## src/rtl/prot_eval_pkg.sv

```systemverilog
package prot_eval_pkg;

   localparam int PROT_CODE_W = 2;

   typedef struct packed {
      logic rd;
      logic wr;
      logic ex;
   } rights_t;

   typedef enum logic [1:0] {
      ACC_LOAD  = 2'd0,
      ACC_STORE = 2'd1,
      ACC_FETCH = 2'd2
   } acc_kind_t;

endpackage

```

## src/rtl/prot_key_sel.sv

```systemverilog
module prot_key_sel (
   input  logic sup_key,
   input  logic usr_key,
   input  logic problem_state,
   output logic eff_key
);
   // the key bit belonging to the current privilege level wins
   always_comb begin
      eff_key = problem_state ? usr_key : sup_key;
   end
endmodule

```

## src/rtl/prot_rights_dec.sv

```systemverilog
module prot_rights_dec
   import prot_eval_pkg::*;
#(
   parameter int CODE_W = PROT_CODE_W
) (
   input  logic              eff_key,
   input  logic              no_exec,
   input  logic [CODE_W-1:0] code,
   output rights_t           rights
);
   localparam logic [CODE_W-1:0] CODE_RO  = CODE_W'(3);
   localparam logic [CODE_W-1:0] CODE_NONE = CODE_W'(0);
   localparam logic [CODE_W-1:0] CODE_RW  = CODE_W'(2);

   generate
      if (CODE_W != 2) begin : g_bad_width
         $error("prot_rights_dec: CODE_W must be 2");
      end
   endgenerate

   always_comb begin
      if (!eff_key) begin
         // privileged decoding: only one read-only code
         rights.rd = 1'b1;
         rights.wr = (code != CODE_RO);
      end else begin
         // restricted decoding: one empty code, one writable code
         rights.rd = (code != CODE_NONE);
         rights.wr = (code == CODE_RW);
      end
      rights.ex = ~no_exec;
   end
endmodule

```

## src/rtl/prot_access_chk.sv

```systemverilog
module prot_access_chk
   import prot_eval_pkg::*;
(
   input  rights_t rights,
   input  logic    is_write,
   input  logic    is_fetch,
   output logic    granted
);
   acc_kind_t kind;

   always_comb begin
      if (is_fetch)      kind = ACC_FETCH;
      else if (is_write) kind = ACC_STORE;
      else               kind = ACC_LOAD;
   end

   always_comb begin
      unique case (kind)
         ACC_FETCH: granted = rights.ex;
         ACC_STORE: granted = rights.wr;
         default:   granted = rights.rd;
      endcase
   end
endmodule

```

## src/rtl/prot_rights_eval.sv

```systemverilog
module prot_rights_eval
   import prot_eval_pkg::*;
#(
   parameter int REG_OUT = 1
) (
   input  logic                   clk,
   input  logic                   rst_n,
   input  logic                   in_valid,
   input  logic                   sup_key,
   input  logic                   usr_key,
   input  logic                   problem_state,
   input  logic                   no_exec,
   input  logic [PROT_CODE_W-1:0] prot_code,
   input  logic                   is_write,
   input  logic                   is_fetch,
   output logic                   out_valid,
   output logic                   rd_ok,
   output logic                   wr_ok,
   output logic                   ex_ok,
   output logic                   granted,
   output logic                   violation
);
   typedef struct packed {
      logic    vld;
      rights_t rights;
      logic    grant;
      logic    viol;
   } result_t;

   generate
      if (REG_OUT != 0 && REG_OUT != 1) begin : g_bad_reg
         $error("prot_rights_eval: REG_OUT must be 0 or 1");
      end
   endgenerate

   logic    eff_key;
   rights_t comb_rights;
   logic    comb_grant;
   result_t comb_res;
   result_t out_res;

   prot_key_sel u_key (
      .sup_key       (sup_key),
      .usr_key       (usr_key),
      .problem_state (problem_state),
      .eff_key       (eff_key)
   );

   prot_rights_dec #(.CODE_W(PROT_CODE_W)) u_dec (
      .eff_key (eff_key),
      .no_exec (no_exec),
      .code    (prot_code),
      .rights  (comb_rights)
   );

   prot_access_chk u_chk (
      .rights   (comb_rights),
      .is_write (is_write),
      .is_fetch (is_fetch),
      .granted  (comb_grant)
   );

   // results are zeroed whenever no request is present
   always_comb begin
      comb_res = '0;
      if (in_valid) begin
         comb_res.vld    = 1'b1;
         comb_res.rights = comb_rights;
         comb_res.grant  = comb_grant;
         comb_res.viol   = ~comb_grant;
      end
   end

   generate
      if (REG_OUT == 1) begin : g_reg
         result_t res_q;
         logic    started_q;

         always_ff @(posedge clk) begin
            if (!rst_n) begin
               res_q     <= '0;
               started_q <= 1'b0;
            end else begin
               res_q     <= comb_res;
               started_q <= 1'b1;
            end
         end
         assign out_res = res_q;


         valid_follow_chk: assert property (@(posedge clk) disable iff (!rst_n)
            started_q |-> (out_valid == $past(in_valid)));
      end else begin : g_comb
         assign out_res = comb_res;
      end
   endgenerate

   assign out_valid = out_res.vld;
   assign rd_ok     = out_res.rights.rd;
   assign wr_ok     = out_res.rights.wr;
   assign ex_ok     = out_res.rights.ex;
   assign granted   = out_res.grant;
   assign violation = out_res.viol;


   grant_excl_chk: assert property (@(posedge clk) disable iff (!rst_n)
      out_valid |-> (granted != violation));


   idle_zero_chk: assert property (@(posedge clk) disable iff (!rst_n)
      !out_valid |-> ({rd_ok, wr_ok, ex_ok, granted, violation} == 5'b0));


   wr_implies_rd_chk: assert property (@(posedge clk) disable iff (!rst_n)
      wr_ok |-> rd_ok);


   fetch_needs_ex_chk: assert property (@(posedge clk) disable iff (!rst_n)
      (in_valid && is_fetch && comb_grant) |-> comb_rights.ex);


   noexec_clear_chk: assert property (@(posedge clk) disable iff (!rst_n)
      (in_valid && no_exec) |-> !comb_rights.ex);
endmodule

```

## config.mk

```make
export PLATFORM = sky130hd
export DESIGN_NAME = prot_rights_eval
export DESIGN_NICKNAME = d
export VERILOG_FILES = /design/src/rtl/prot_eval_pkg.sv /design/src/rtl/prot_key_sel.sv /design/src/rtl/prot_rights_dec.sv /design/src/rtl/prot_access_chk.sv /design/src/rtl/prot_rights_eval.sv
export SDC_FILE = /design/constraint.sdc
export NUM_CORES = 1
export LEC_CHECK = 0
export CAP_MARGIN = 20
export CORE_AREA = 2 2 39 41
export CTS_CLUSTER_DIAMETER = 30
export DETAILED_ROUTE_END_ITERATION = 7
export DIE_AREA = 0 0 41 43
export DONT_BUFFER_PORTS = 1
export PLACE_DENSITY_LB_ADDON = 0.2
export RECOVER_POWER = 25
export SLEW_MARGIN = 15
export SYNTH_ARGS = -nofsm -noshare
export SYNTH_HDL_FRONTEND = slang
export SYNTH_SLANG_ARGS = --single-unit
```

## constraint.sdc

```tcl
create_clock -name clk -period 1.1 [get_ports clk]
set_clock_uncertainty 0.05 [all_clocks]
set_input_delay 0.22 -clock clk [delete_from_list [all_inputs] [get_ports clk]]
set_output_delay 0.22 -clock clk [all_outputs]
set_load 0.02 [all_outputs]
```

## Word-level counts from Yosys, hierarchy flattened

Index checks and enable logic that the tools add are counted.

- Register bits: 6
- Latch bits: 0
- Bits in writable memories: 0
- ROM bits: 0
- Bits of input ports: 11
- Logic and storage cells: 20
- Memories: 0

- $add $sub $neg: 0
- $mul: 0
- Div/mod/pow operators: 0
- Order comparisons: 0
- Equal/unequal tests: 4
- Shift-type cells: 0
- Mux-type cells: 6
- Bitwise operators: 2
- Reduce and logical (&&, ||, !) cells: 2

Operator list:

| operator | count |
|---|---|
| $mux 6 | 1 |
| $eq 2x2->1 const B | 2 |
| $mux 2 | 2 |
| $eq 2x1->1 const B | 1 |
| $mux 1 | 2 |
| $ne 2x2->1 const B | 1 |
| $not 1->1 | 2 |
| $pmux 1 s2 | 1 |
| $reduce_and 2->1 | 1 |
| $reduce_bool 2->1 | 1 |

## Depth between registers and ports, before layout

- Word-level depth: 6
- Mapped depth: 3
- Depth with buffers taken out: 3

## By module

A second synthesis with hierarchy kept.

- Cell total of the unflattened synthesis: 19
- Area total of the unflattened synthesis: 217.7 um^2

Modules (own cells, without submodules):

| module | instances | cells each | area an instance (um^2) | seq. area each (um^2) |
|---|---|---|---|---|
| prot_rights_eval | 1 | 12 | 161.4 | 120.1 |
| prot_rights_dec | 1 | 3 | 22.5 | 0.0 |
| prot_access_chk | 1 | 3 | 18.8 | 0.0 |
| prot_key_sel | 1 | 1 | 15.0 | 0.0 |

## Least setup slack after synthesis

Ideal clock, no wire load.

- Path kind: input-to-reg
- Start point: in problem_state
- End point: reg g_reg.res_q, in the netlist violation
- Setup time: 0.116 ns
- Data arrival time: 0.985 ns
- Setup slack: -0.051 ns
- Stages on the path: 3
- Buffers on the path: 0
- Cells stage by stage: mux2_4 or3_1 and4_1

- Longest elaborated chain between the ends: 4

Ends and longest elaborated chain:

| element | RTL line | source |
|---|---|---|
| start, declared | prot_rights_eval.sv:11 | `input logic problem_state,` |
| $mux 1 | prot_key_sel.sv:9 | `eff_key = problem_state ? usr_key : sup_key;` |
| $mux 2 | prot_rights_dec.sv:22 | `if (!eff_key) begin` |
| $pmux 1 s2 | prot_access_chk.sv:18 | `unique case (kind)` |
| $not 1->1 | prot_rights_eval.sv:70 | `comb_res.viol = ~comb_grant;` |
| end signal, assigned | prot_rights_eval.sv:84 | `res_q <= comb_res;` |
| end, declared | prot_rights_eval.sv:76 | `result_t res_q;` |

Every way passes these cells.
A chain may end at the register's enable or synchronous reset.

## Worst setup path after layout

- Start point: reg g_reg.res_q, in the netlist rd_ok
- End point: out rd_ok

RTL lines:

| element | RTL line | source |
|---|---|---|
| end, declared | prot_rights_eval.sv:17 | `output logic rd_ok,` |

No word-level cell between the ends.

==> Flow_metrics.wiki <==
{| class="wikitable"
! Metric !! Value
|-
| Total GRT Usage || 5.33%
|-
| # clock sinks || 6
|-
| Number of distinct standard cells referenced by the synthesized netlist || 12
|-
| Worst Setup End Kind || output pin
|-
| Max-Cap Viols || 0
|-
| Maximum number of pins on one net before global-route repair || 6
|-
| Routability congestion estimate from global placement || 0.707
|-
| Iteration count of the initial detailed-routing pass || 1
|-
| Slew of the pin with the lowest slew margin || 212 ps
|-
| Initial antenna violation count || 0
|-
| Post-route ant nets || 0
|-
| Number of register bits inferred by synthesis || 6
|-
| Port Buffers || 0
|-
| Leading cell type in the layout, fill and taps excluded || dfxtp_1
|-
| Mean post-synth cell area || 11.0 µm²
|-
| DIE HEIGHT || 43 µm
|-
| Number of pins exceeding their max-slew limit in the final report || 0
|-
| Setup_tns || 0 ps
|-
| Number of remaining DRC errors || 0
|-
| Gate count of the mapped netlist || 19
|-
| Maximum resistive drop on vdd || 0.291 mV
|-
| Area of the core region || 1380 µm²
|-
| Width of the chip || slightly above 40 µm
|-
| Initial drt markers || 0
|-
| Synth Net Count || 30
|-
| Ratio of routed vias to standard cells || 3.83
|-
| Reg clk slew, reported paths || approximately 40 ps
|-
| Stages on the worst setup path || 0
|-
| Filler Cell Count || between 150 and 200
|-
| Detail Placement HPWL || about 350 µm
|-
| Starting utilization of the core area || 15.1%
|-
| Data required time at the worst endpoint || 830 ps
|-
| I/O pin cnt || 17
|-
| Period Utilization, post-route || a little over four fifths
|-
| Ratio of cells with drive above 1 in the final layout || 29.2%
|-
| Overall power of the completed layout || between 400 and 500 µW
|-
| Via count || ~150
|-
| Number of H-tree levels || 1
|-
| Final Routed Wirelength || 428 µm
|-
| Status || finished clean
|-
| Cell row count || 14
|-
| Maximum clock insertion buffer count || 2
|-
| Category of the critical setup timing path || flop to output pin
|-
| Mapped Area || approximately 210 µm²
|-
| Timing endpoint of the critical path || rd_ok
|-
| Arr. time, crit path || 660 ps
|-
| Leakage power || 0.116 nW
|-
| Setup repair after global routing missed its margin || false
|-
| Total die area || 1760 µm²
|-
| Count of synthesis-stage warnings from yosys || 0
|-
| Share of the yosys chip area belonging to registers || a little under three fifths
|-
| Highest fanout seen on the critical path || 1
|-
| Hold crit path type || input pin to flop
|-
| Number of global-route vias before repair || roughly 180
|-
| Layout Nets || 37
|-
| Synth-to-layout area growth || 28.7%
|-
| Routed length per placed instance || 10.7 µm
|-
| Post-layout utilization of the core || 19.4%
|-
| Leading cell types in the layout, fill and taps excluded || 6 x dfxtp_1, 4 x clkbuf_4, 3 x nor2_1
|-
| Max_slew headroom || between 80% and 90%
|-
| Highest Clock Rate || 1080 MHz
|-
| Clock tree from TritonCTS || built
|-
| Final-report hold violation count || 0
|-
| Inserted Diodes || 0
|-
| Shortest period the worst path allows || slightly above 900 ps
|-
| Setup violators final || 0
|-
| Timing startpoint of the critical path || rd_ok
|-
| Root buffer cell || clkbuf_4
|-
| Kind of launch point of the worst setup path || flop
|-
| Power density over cell area || ~1800 nW/µm²
|-
| Number of CTS-inserted buffers || 3
|-
| First-pass GRT wire length || 621 µm
|-
| Global route overflow || 0
|-
| Final-layout worst hold slack || 128 ps
|}
## cell usage after synthesis, drive strengths merged
library cell | instances | share of area [%]
a211o | 1 | 4.2
a21oi | 1 | 2.4
a31oi | 1 | 3.0
and4 | 1 | 4.2
dfxtp | 6 | 57
inv | 1 | 1.8
mux2 | 2 | 13
nand2 | 1 | 1.8
nor2 | 3 | 5.4
or2b | 1 | 4.2
or3 | 1 | 3.0
## worst min-delay path by stage
stage / end / start / slack [ps] / depth (start not counted)
after floorplan: ex_ok / no_exec / 240 / 1
after global placement: ex_ok / no_exec / 250 / 1
after detailed placement: ex_ok / no_exec / 240 / 1
after CTS: rd_ok / prot_code[0] / 110 / 2
after global routing: wr_ok / prot_code[0] / 140 / 2
final: rd_ok / prot_code[0] / 130 / 2
## routing by layer
metal	up-vias	routed length [µm]	GRT usage (%)
met1	65	182	5.83
met3	0	48	1.57
met4	0	0	6.00
met5	-	0	0
met2	10	198	7.19
li1	78	-	-
## repair_timing
action                                 in CTS  in global routing
resized for setup                           0                  0
hold buffers                                1                  0
setup buffers                               0                  0
endpoints found under the hold margin       1                  0
## registers in the layout, indices dropped and copies added (netlist names)
| name | cells |
|---|---|
| rd_ok | 1 |
| wr_ok | 1 |
| violation | 1 |
| granted | 1 |
| ex_ok | 1 |
| out_valid | 1 |
## per-stage QoR
| stage | setup WS (ps) | cells | instance area [µm²] |
|---|---|---|---|
| after floorplan | -51.3 | 19 | 209 |
| after global placement | -57.7 | 36 | 236 |
| after detailed placement | -71.7 | 36 | 236 |
| after CTS | 150 | 40 | 269 |
| after global routing | 153 | 40 | 269 |
| final | 171 | 40 | 269 |
## final cells by class
cell class              instances  area [µm²]  area share [%]
inverters                       1        3.75            1.40
clock buffers                   3        22.5            8.37
flip-flops and latches          6         120            44.7
repair buffers                  2        17.5            6.51
well taps                      16        20.0            7.44
multi-input cells              12        85.1            31.6
## where the power goes
part           total (mW)  switching [mW]  internal (mW)
clock network       0.192          0.0689          0.123
logic              0.0336          0.0126         0.0210
registers           0.248          0.0181          0.230
## kinds of logic after synthesis
| logic type | after synthesis | synth area share [%] |
|---|---|---|
| multiplexers | 2 | 12.6 |
| buffers and inverters | 1 | 1.79 |
| AND/OR/NAND/NOR | 7 | 18.6 |
| AO/OA/AOI/OAI | 3 | 9.58 |
| flip-flops | 6 | 57.5 |
Power figures use the tool's default switching activity.
